### config.mk
export PLATFORM = sky130hd
export DESIGN_NAME = euler_pi_reg
export DESIGN_NICKNAME = d
export VERILOG_FILES = /design/src/rtl/euler_pi_pkg.sv /design/src/rtl/pi_scale.sv /design/src/rtl/pi_limiter.sv /design/src/rtl/pi_integrator.sv /design/src/rtl/euler_pi_reg.sv
export SDC_FILE = /design/constraint.sdc
export NUM_CORES = 2
export LEC_CHECK = 0
export CAP_MARGIN = 20
export CORE_MARGIN = 5
export CORE_UTILIZATION = 60
export CTS_CLUSTER_DIAMETER = 150
export DETAILED_ROUTE_END_ITERATION = 8
export PLACE_DENSITY = 0.79
export SLEW_MARGIN = 25
export SYNTH_ARGS = -nofsm -noshare
export SYNTH_HDL_FRONTEND = slang
export SYNTH_SLANG_ARGS = --single-unit
### constraint.sdc
create_clock -name clk_i -period 20 [get_ports clk_i]
set_input_delay 4 -clock clk_i [delete_from_list [all_inputs] [get_ports clk_i]]
set_output_delay 4 -clock clk_i [all_outputs]
set_load 0.01 [all_outputs]
### src/rtl/euler_pi_pkg.sv
package euler_pi_pkg;

   // Rounding applied when a fixed-point product is scaled back to integer units
   typedef enum logic [0:0] {
      RND_FLOOR   = 1'b0,
      RND_HALF_UP = 1'b1
   } round_e;

   function automatic int imax(input int a, input int b);
      return (a > b) ? a : b;
   endfunction

endpackage

### src/rtl/pi_scale.sv
// Arithmetic right shift of a fixed-point value, with a rounding choice.
module pi_scale
   import euler_pi_pkg::*;
#(
   parameter int     W     = 36,
   parameter int     SH    = 16,
   parameter round_e ROUND = RND_FLOOR
) (
   input  logic signed [W-1:0] val_i,
   output logic signed [W-1:0] val_o
);

   generate
      if (SH < 1 || SH >= W) begin : g_bad_shift
         $error("pi_scale: SH must lie in 1..W-1");
      end

      if (ROUND == RND_FLOOR) begin : g_floor
         assign val_o = val_i >>> SH;
      end else begin : g_half_up
         localparam logic signed [W:0] HALF = (W+1)'(1) << (SH - 1);
         logic signed [W:0] biased;
         assign biased = {val_i[W-1], val_i} + HALF;
         assign val_o  = W'(biased >>> SH);
      end
   endgenerate

endmodule

### src/rtl/pi_limiter.sv
// Bounds a wide sum to an output word; upper bound is tested first.
module pi_limiter #(
   parameter int SUM_W = 37,
   parameter int OW    = 16
) (
   input  logic signed [SUM_W-1:0] sum_i,
   input  logic signed [OW-1:0]    hi_i,
   input  logic signed [OW-1:0]    lo_i,
   output logic signed [OW-1:0]    val_o,
   output logic                    above_o,
   output logic                    below_o
);

   logic signed [SUM_W-1:0] hi_x;
   logic signed [SUM_W-1:0] lo_x;

   generate
      if (SUM_W <= OW) begin : g_bad_width
         $error("pi_limiter: SUM_W must exceed OW");
      end
   endgenerate

   assign hi_x    = SUM_W'(hi_i);
   assign lo_x    = SUM_W'(lo_i);
   assign above_o = (sum_i > hi_x);
   assign below_o = (sum_i < lo_x);

   always_comb begin
      if (above_o)      val_o = hi_i;
      else if (below_o) val_o = lo_i;
      else              val_o = sum_i[OW-1:0];
   end

endmodule

### src/rtl/pi_integrator.sv
// Saturating accumulator with conditional integration.
module pi_integrator #(
   parameter int ERR_W = 17,
   parameter int GW    = 16,
   parameter int ACC_W = 36
) (
   input  logic                    clk_i,
   input  logic                    rst_i,
   input  logic                    sample_i,
   input  logic signed [ERR_W-1:0] err_i,
   input  logic [GW-1:0]           ki_i,
   input  logic                    trial_hi_i,
   input  logic                    trial_lo_i,
   output logic signed [ACC_W-1:0] acc_o,
   output logic signed [ACC_W-1:0] trial_o,
   output logic                    hold_o
);

   localparam int INC_W = ERR_W + GW + 1;
   localparam logic signed [ACC_W-1:0] ACC_MAX = {1'b0, {(ACC_W-1){1'b1}}};
   localparam logic signed [ACC_W-1:0] ACC_MIN = {1'b1, {(ACC_W-1){1'b0}}};

   generate
      if (ACC_W <= INC_W) begin : g_bad_acc
         $error("pi_integrator: ACC_W must exceed the increment width");
      end
   endgenerate

   logic signed [INC_W-1:0] inc;
   logic signed [ACC_W:0]   sum_w;
   logic signed [ACC_W-1:0] acc_q;
   logic                    err_pos;
   logic                    err_neg;

   assign inc   = err_i * $signed({1'b0, ki_i});
   assign sum_w = {acc_q[ACC_W-1], acc_q} + (ACC_W+1)'(inc);

   always_comb begin
      if (sum_w[ACC_W] != sum_w[ACC_W-1])
         trial_o = sum_w[ACC_W] ? ACC_MIN : ACC_MAX;
      else
         trial_o = sum_w[ACC_W-1:0];
   end

   assign err_neg = err_i[ERR_W-1];
   assign err_pos = !err_i[ERR_W-1] && (|err_i);
   assign hold_o  = (trial_hi_i && err_pos) || (trial_lo_i && err_neg);

   always_ff @(posedge clk_i) begin
      if (rst_i)
         acc_q <= '0;
      else if (sample_i && !hold_o)
         acc_q <= trial_o;
   end

   assign acc_o = acc_q;


   freeze_outward_chk: assert property (@(posedge clk_i) disable iff (rst_i)
      (sample_i && trial_hi_i && (err_i > 0)) |=> (acc_q == $past(acc_q)));


   unwind_inward_chk: assert property (@(posedge clk_i) disable iff (rst_i)
      (sample_i && trial_hi_i && !trial_lo_i && (err_i < 0) && (ki_i != '0)
       && (acc_q != ACC_MIN)) |=> (acc_q < $past(acc_q)));

endmodule

### src/rtl/euler_pi_reg.sv
// Sampled PI regulator, backward-difference integral, conditional integration.
module euler_pi_reg
   import euler_pi_pkg::*;
#(
   parameter int     DW      = 16,
   parameter int     GW      = 16,
   parameter int     OW      = 16,
   parameter int     KP_FRAC = 8,
   parameter int     KI_FRAC = 16,
   parameter round_e ROUND   = RND_FLOOR
) (
   input  logic                 clk_i,
   input  logic                 rst_i,
   input  logic                 sample_i,
   input  logic signed [DW-1:0] ref_i,
   input  logic signed [DW-1:0] fbk_i,
   input  logic [GW-1:0]        kp_i,
   input  logic [GW-1:0]        ki_i,
   input  logic signed [OW-1:0] lim_lo_i,
   input  logic signed [OW-1:0] lim_hi_i,
   output logic signed [OW-1:0] u_o
);

   localparam int ERR_W = DW + 1;
   localparam int PW    = ERR_W + GW + 1;
   localparam int ACC_W = imax(OW + KI_FRAC + 4, PW + 1);
   localparam int SUM_W = imax(PW, ACC_W) + 1;
   localparam int N_LIM = 2;

   generate
      if (DW < 2 || GW < 2 || OW < 2) begin : g_bad_widths
         $error("euler_pi_reg: DW, GW and OW must be at least 2");
      end
      if (KP_FRAC < 1 || KP_FRAC >= PW) begin : g_bad_kp_frac
         $error("euler_pi_reg: KP_FRAC out of range");
      end
      if (KI_FRAC < 1 || KI_FRAC >= ACC_W) begin : g_bad_ki_frac
         $error("euler_pi_reg: KI_FRAC out of range");
      end
   endgenerate

   logic signed [ERR_W-1:0] err;
   logic signed [PW-1:0]    p_raw;
   logic signed [PW-1:0]    p_term;
   logic signed [ACC_W-1:0] acc;
   logic signed [ACC_W-1:0] acc_trial;
   logic signed [ACC_W-1:0] i_trial;
   logic signed [ACC_W-1:0] i_old;
   logic                    hold;
   logic signed [SUM_W-1:0] lim_sum [N_LIM];
   logic signed [OW-1:0]    lim_val [N_LIM];
   logic [N_LIM-1:0]        lim_above;
   logic [N_LIM-1:0]        lim_below;
   logic signed [OW-1:0]    u_next;
   logic signed [OW-1:0]    u_q;

   // error and proportional product
   assign err   = $signed({ref_i[DW-1], ref_i}) - $signed({fbk_i[DW-1], fbk_i});
   assign p_raw = err * $signed({1'b0, kp_i});

   pi_scale #(.W(PW), .SH(KP_FRAC), .ROUND(ROUND)) u_scale_p (
      .val_i (p_raw),
      .val_o (p_term)
   );

   pi_integrator #(.ERR_W(ERR_W), .GW(GW), .ACC_W(ACC_W)) u_integ (
      .clk_i      (clk_i),
      .rst_i      (rst_i),
      .sample_i   (sample_i),
      .err_i      (err),
      .ki_i       (ki_i),
      .trial_hi_i (lim_above[0]),
      .trial_lo_i (lim_below[0]),
      .acc_o      (acc),
      .trial_o    (acc_trial),
      .hold_o     (hold)
   );

   pi_scale #(.W(ACC_W), .SH(KI_FRAC), .ROUND(ROUND)) u_scale_it (
      .val_i (acc_trial),
      .val_o (i_trial)
   );

   pi_scale #(.W(ACC_W), .SH(KI_FRAC), .ROUND(ROUND)) u_scale_io (
      .val_i (acc),
      .val_o (i_old)
   );

   // index 0: sum with the new integral, index 1: sum with the held integral
   assign lim_sum[0] = SUM_W'(p_term) + SUM_W'(i_trial);
   assign lim_sum[1] = SUM_W'(p_term) + SUM_W'(i_old);

   generate
      for (genvar g = 0; g < N_LIM; g++) begin : g_lim
         pi_limiter #(.SUM_W(SUM_W), .OW(OW)) u_lim (
            .sum_i   (lim_sum[g]),
            .hi_i    (lim_hi_i),
            .lo_i    (lim_lo_i),
            .val_o   (lim_val[g]),
            .above_o (lim_above[g]),
            .below_o (lim_below[g])
         );
      end
   endgenerate

   assign u_next = hold ? lim_val[1] : lim_val[0];

   always_ff @(posedge clk_i) begin
      if (rst_i)
         u_q <= '0;
      else if (sample_i)
         u_q <= u_next;
   end

   assign u_o = u_q;


   logic rst_seen;
   always_ff @(posedge clk_i) begin
      rst_seen <= rst_i;
      if (rst_seen === 1'b1) begin
         reset_clear_chk: assert (u_q == '0)
            else $error("output not cleared by reset");
      end
   end


   hold_between_chk: assert property (@(posedge clk_i) disable iff (rst_i)
      !sample_i |=> $stable(u_o));


   in_range_chk: assert property (@(posedge clk_i) disable iff (rst_i)
      (sample_i && (lim_hi_i >= lim_lo_i)) |=>
         ((u_o <= $past(lim_hi_i)) && (u_o >= $past(lim_lo_i))));


   held_upper_chk: assert property (@(posedge clk_i) disable iff (rst_i)
      (sample_i && hold && lim_above[1]) |=> (u_o == $past(lim_hi_i)));

endmodule

After elaboration in Yosys (flattened, before gate mapping) --
Cells that the tools add are included.
Word-level totals: word-level logic and storage cells 28, bits of input ports 99, flip-flop bits (word level) 52, output and inout port bits 16
Cells by class: mux-type cells 7, reduce and logical (&&, ||, !) cells 8, add/sub/neg operators 4, order comparisons 4, equality and inequality tests 1, multiply operators 2
Operator list (count):
- $mux 16 | 5
- $mux 36 | 2
- $mul 17x17->34 | 2
- $add 26x20->27 | 2
- $gt 27x16->1 | 2
- $lt 27x16->1 | 2
- $add 36x34->37 | 1
- $reduce_or 17->1 | 1
- $sub 16x16->17 | 1
- $logic_and 1x1->1 | 4
- $logic_not 1->1 | 2
- $logic_or 1x1->1 | 1
- $ne 1x1->1 | 1

Logic depth before layout (Yosys ltp) --
word-level depth 11, gate-level depth with buffers 66, mapped depth without buffers 60

Modules after synthesis --
From an unflattened synthesis, not the netlist that was laid out.
Unflattened totals: cell total of the unflattened synthesis 4439, area total of the unflattened synthesis 36661.4 sq um
By module, submodules not included:
- euler_pi_reg | instances 1, area an instance 16092.9 sq um, cells an instance 1974
- pi_integrator | instances 1, area an instance 14435.1 sq um, cells an instance 1633
- pi_limiter | instances 2, area an instance 2668.8 sq um, cells an instance 363
- pi_scale (u_scale_io ...) | instances 2, area an instance 270.3 sq um, cells an instance 36
- pi_scale (u_scale_p) | instances 1, area an instance 255.2 sq um, cells an instance 34

Worst setup path after synthesis --
Ideal clock, no wire load.
path type input to register, start point in ref_i[0], end point reg u_q[10], in the netlist u_o[10], setup time 0.091 ns, buffers on the path 7, slack 2.607 ns, stages on the path 60, data arrival time 17.302 ns, cell sequence inv_1 -> ha_1 -> fa_1 -> nand2b_1 -> a21oi_1 -> o21ai_0 -> a21o_1 -> a211o_1 -> buf_2 -> clkbuf_1 -> nand2_1 -> fa_1 -> inv_1 -> fa_1 -> clkbuf_1 -> xnor2_1 -> xnor2_1 -> fa_1 -> (+24 left out) -> a211oi_1 -> o31ai_1 -> o21bai_1 -> a211oi_1 -> o31a_1 -> o21a_1 -> nor2_1 -> xnor2_1 -> ha_1 -> nand4_1 -> nor4_1 -> o311ai_1 -> nand3_1 -> mux2i_1 -> buf_2 -> clkbuf_1 -> o211ai_1 -> a311oi_1
On the way: cells in the longest elaborated chain, start to end 10, elaborated cells between the ends (all ways) 24, those cells by class add/sub (4); mul (2); order compare (4); eq/ne (1); mux (7); reduce/logical (6)
RTL lines:
- from (decl) | line euler_pi_reg.sv:15 | input logic signed [DW-1:0] ref_i,
- $sub 16x16->17 * | line euler_pi_reg.sv:58 | assign err = $signed({ref_i[DW-1], ref_i}) - $signed({fbk_i[DW-1], fbk_i});
- $mul 17x17->34 * | line pi_integrator.sv:35 | assign inc = err_i * $signed({1'b0, ki_i});
- $add 36x34->37 * | line pi_integrator.sv:36 | assign sum_w = {acc_q[ACC_W-1], acc_q} + (ACC_W+1)'(inc);
- $mux 36 / $ne 1x1->1 (equally long branches) | line pi_integrator.sv:40, pi_integrator.sv:39
- $mux 36 * | line pi_integrator.sv:39 | if (sum_w[ACC_W] != sum_w[ACC_W-1])
- named net acc_trial[16] | line euler_pi_reg.sv:46 | logic signed [ACC_W-1:0] acc_trial;
- $add 26x20->27 * | line euler_pi_reg.sv:90 | assign lim_sum[0] = SUM_W'(p_term) + SUM_W'(i_trial);
- $lt 27x16->1 / $gt 27x16->1 (equally long branches) | line pi_limiter.sv:26, pi_limiter.sv:25
- $mux 16 / $logic_and 1x1->1 (equally long branches) | line pi_limiter.sv:30, pi_integrator.sv:47
- $mux 16 / $logic_or 1x1->1 (equally long branches) | line pi_limiter.sv:29, pi_integrator.sv:47
- $mux 16 * | line euler_pi_reg.sv:106 | assign u_next = hold ? lim_val[1] : lim_val[0];
- to (signal assigned) | line euler_pi_reg.sv:112 | u_q <= u_next;
- to (decl) | line euler_pi_reg.sv:55 | logic signed [OW-1:0] u_q;
Mark *: on every way through the listed nets, which the timed path passes. The rest lies on a longest branch. A chain may end at the register's enable or synchronous reset.

Final worst setup path --
start point in ref_i[0], end point reg u_q[0], in the netlist u_o[0]
Same word-level chain as after synthesis.

==> insert_results.sql <==
INSERT INTO impl_metrics (metric_group, metric, value, unit) VALUES
('worst_setup_path', 'worst-setup-path-type', 'input port to flop', ''),
('timing', 'tightestPinTransition', '1.115', 'ns'),
('drt', 'drc', '0', ''),
('clock_tree', 'tritoncts', 'done', ''),
('place', 'port-buffer-count', '114', ''),
('yosys', 'postSynthNetCount', '4715', ''),
('worst_setup_path', 'critPathMaxStageDelay', '0.58', 'ns'),
('yosys', 'ys_ff_latch', '52', ''),
('yosys', 'synth_simple_gate_area_share', '0.1593', ''),
('finish', 'layout.filler_cells', '4369', ''),
('global_route', 'grt_pass1_wl', '129700', 'um'),
('yosys', 'synthAdderAreaFrac', '0.5334', ''),
('worst_setup_path', 'crit_fanout', '45', ''),
('timing', 'worst_clock_skew', '0.01059', 'ns'),
('floorplanning', 'design.die.area', '0.05678', 'mm2'),
('drt', 'drt_first_pass_iters', '6', ''),
('worst_hold_path', 'min_path_cells', '1', ''),
('floorplanning', 'initial_core_util', '0.6070', ''),
('yosys', 'portion_of_netlist_area_occupied_by_mux_cells', '0.004882', ''),
('worst_setup_path', 'worst_setup_path_end_kind', 'flop', ''),
('yosys', 'synth_cell_type_count', '81', ''),
('timing', 'report.final.hold_viol_count', '0', ''),
('yosys', 'synth_edf_count', '0', ''),
('finish', 'multi_input_comb_area', '0.02691', 'mm2'),
('global_route', 'grt_pass1_vias', '26200', ''),
('worst_setup_path', 'rr_worst_depth', '49', ''),
('status', 'status', 'completed', ''),
('place', 'hpwlAfterDp', '65110', 'um'),
('yosys', 'dominant_combinational_cell_family_by_area_after_synthesis', 'adder cells', ''),
('floorplanning', 'core_region_area', '0.05151', 'mm2'),
('timing', 'setup-violations-final', '0', ''),
('timing', 'final_min_period_over_clock_period', '0.9581', ''),
('finish', 'flow.area_growth_from_synthesis', '6.470', '%'),
('timing', 'clock.fmax', '0.05219', 'GHz'),
('yosys', 'synth_area_leader_cell', 'sky130_fd_sc_hd__fa_1', ''),
('floorplanning', 'rows', '83', ''),
('clock_tree', 'clkLatencyLatePin', '0.31', 'ns'),
('drt', 'drt-initial-drc-count', '1818', ''),
('yosys', 'yosys_warnings', '0', ''),
('yosys', 'post_synth_inst_count', '3647', ''),
('worst_setup_path', 'cp_data_arrival_time', '19.38', 'ns'),
('floorplanning', 'die-width', '238.3', 'um'),
('worst_hold_path', 'min-delay-start', 'u_integ.acc_o[9]$_SDFFE_PP0P_', ''),
('finish', 'diodes', '0', ''),
('clock_tree', 'holdBufCountCts', '0', ''),
('timing', 'timing.max_slew.rel_slack', '0.2559', ''),
('worst_setup_path', 'r2r_end', 'u_o[0]$_SDFFE_PP0P_', ''),
('global_route', 'global_route_congestion_overflow_total', '0', ''),
('worst_setup_path', 'cp_data_required_time', '20.22', 'ns'),
('worst_hold_path', 'hold_path_end', 'u_integ.acc_o[9]$_SDFFE_PP0P_', ''),
('clock_tree', 'cts.sinks', '52', ''),
('drt', 'routed-via-count', '24990', ''),
('yosys', 'ys_async_sr_fraction', '0', ''),
('finish', 'num-nets-final', '4732', ''),
('finish', 'layout.area.seq', '0.001041', 'mm2'),
('yosys', 'post_synth_xor_area_fraction', '0.03697', ''),
('clock_tree', 'cts-buffers-inserted', '5', ''),
('clock_tree', 'clk_pin_slew_worst_paths', '0.08', 'ns'),
('drt', 'route.detailed.wl_per_inst', '17.68', 'um'),
('timing', 'layout_min_cycle_time', '19.16', 'ns'),
('worst_setup_path', 'timing.reg2reg.setup_slack', '7.40', 'ns'),
('yosys', 'synthFlopType', 'sky130_fd_sc_hd__dfxtp_1', ''),
('worst_setup_path', 'worst_r2r_startpoint', 'u_integ.acc_o[15]$_SDFFE_PP0P_', ''),
('drt', 'final_antenna_net_count', '0', ''),
('floorplanning', 'top_level_ports', '115', ''),
('finish', 'fraction_of_layout_instances_using_a_drive_strength_above_1', '0.02538', ''),
('worst_setup_path', 'start_kind', 'input port', ''),
('drt', 'totalWireLength', '76820', 'um'),
('yosys', 'synth_sequential_area_ratio', '0.03329', ''),
('finish', 'final_cells', '4345', ''),
('clock_tree', 'cts.htree.levels', '2', '');
==> final cells by class <==
type	count	area share
timing repair buffer	148	0.04213
multi-input combinational	2677	0.8084
sequential	52	0.03127
inverter	780	0.08806
clock inverter	3	0.0008644
clock buffer	5	0.003758
tap	680	0.02556
==> state kept, by name (all words and copies together), names as in the netlist <==
name / count
u_integ.acc_o: 36
u_o: 16
==> critical path: cells and delay by family <==
family | cells | cell delay [ns]
AND/OR/NAND/NOR | 11 | 2.90
AO/OA/AOI/OAI | 24 | 5.28
multiplexers | 2 | 0.73
XOR/XNOR | 1 | 0.08
adder cells (fa/ha/maj) | 12 | 4.98
buffers and inverters | 9 | 1.37
==> logic make-up (layout without fill, tap and decap cells) <==
kind of cell | after synthesis | count (layout)
flops | 52 | 52
xor+xnor | 132 | 132
buf+inv | 919 | 936
compound gates | 543 | 544
mux | 14 | 14
simple gates | 1013 | 1013
fa+ha+maj | 974 | 974
==> per-layer routing <==
metal	GRT usage	vias up	routed length, um
li1	-	11530	-
met1	0.3789	12410	32460
met2	0.4553	885	35800
met3	0.03872	161	5887
met4	0.08852	0	2671
met5	0	-	0
==> cell usage in the layout, fill, tap and decap left out, types with 52 or more instances in the layout <==
master / n
sky130_fd_sc_hd__ha_1: 369
sky130_fd_sc_hd__fa_1: 600
sky130_fd_sc_hd__dfxtp_1: 52
sky130_fd_sc_hd__o21ai_0: 74
sky130_fd_sc_hd__xnor2_1: 87
sky130_fd_sc_hd__nor2b_1: 68
sky130_fd_sc_hd__inv_1: 778
sky130_fd_sc_hd__nor2_1: 145
sky130_fd_sc_hd__a21oi_1: 144
sky130_fd_sc_hd__a21o_1: 88
sky130_fd_sc_hd__and2_1: 229
sky130_fd_sc_hd__nand2_1: 373
sky130_fd_sc_hd__clkdlybuf4s50_1: 112
==> how the worst max path moves through the flow <==
stage	start	to	slack (ns)
final	ref_i[0]	u_o[0]$_SDFFE_PP0P_	0.84
after global routing	ref_i[0]	u_integ.acc_o[34]$_SDFFE_PP0P_	-0.02
after CTS	ref_i[0]	u_integ.acc_o[33]$_SDFFE_PP0P_	0.73
after detailed placement	ref_i[0]	u_integ.acc_o[33]$_SDFFE_PP0P_	0.49
after global placement	ref_i[0]	u_integ.acc_o[35]$_SDFFE_PP0P_	0.82
after floorplan	ref_i[0]	u_o[10]$_SDFFE_PP0P_	2.61
==> cell usage after synthesis, types with 26 or more instances <==
library cell                 n
sky130_fd_sc_hd__a21o_1     88
sky130_fd_sc_hd__a21oi_1   144
sky130_fd_sc_hd__a311oi_1   42
sky130_fd_sc_hd__and2_1    229
sky130_fd_sc_hd__clkbuf_1  113
sky130_fd_sc_hd__dfxtp_1    52
sky130_fd_sc_hd__fa_1      600
sky130_fd_sc_hd__ha_1      369
sky130_fd_sc_hd__inv_1     779
sky130_fd_sc_hd__nand2_1   374
sky130_fd_sc_hd__nand2b_1   39
sky130_fd_sc_hd__nand3_1    43
sky130_fd_sc_hd__nor2_1    148
sky130_fd_sc_hd__nor2b_1    68
sky130_fd_sc_hd__nor3_1     26
sky130_fd_sc_hd__o211ai_1   27
sky130_fd_sc_hd__o21ai_0    74
sky130_fd_sc_hd__xnor2_1    94
sky130_fd_sc_hd__xor2_1     38
==> stage by stage <==
stage / util / hold slack [ns] / TNS [ns] / instance area, um2
floorplan: - / 0.4419 / 0 / 31270
global placement: 0.6408 / 0.4488 / 0 / 33010
detailed placement: 0.6410 / 0.4589 / 0 / 33020
CTS: 0.6439 / 0.4777 / 0 / 33170
global route: 0.6463 / 0.5106 / -0.02256 / 33290
finish: 0.6463 / 0.4736 / 0 / 33290
==> timing repair <==
action                                  4_1_cts  5_1_grt
endpoints found under the setup margin        0       52
resized for setup                             0       10
buffers inserted                              0        4
Power is not shown: default switching activity piles up to over one toggle a cycle in this logic, so the estimate is an artifact.
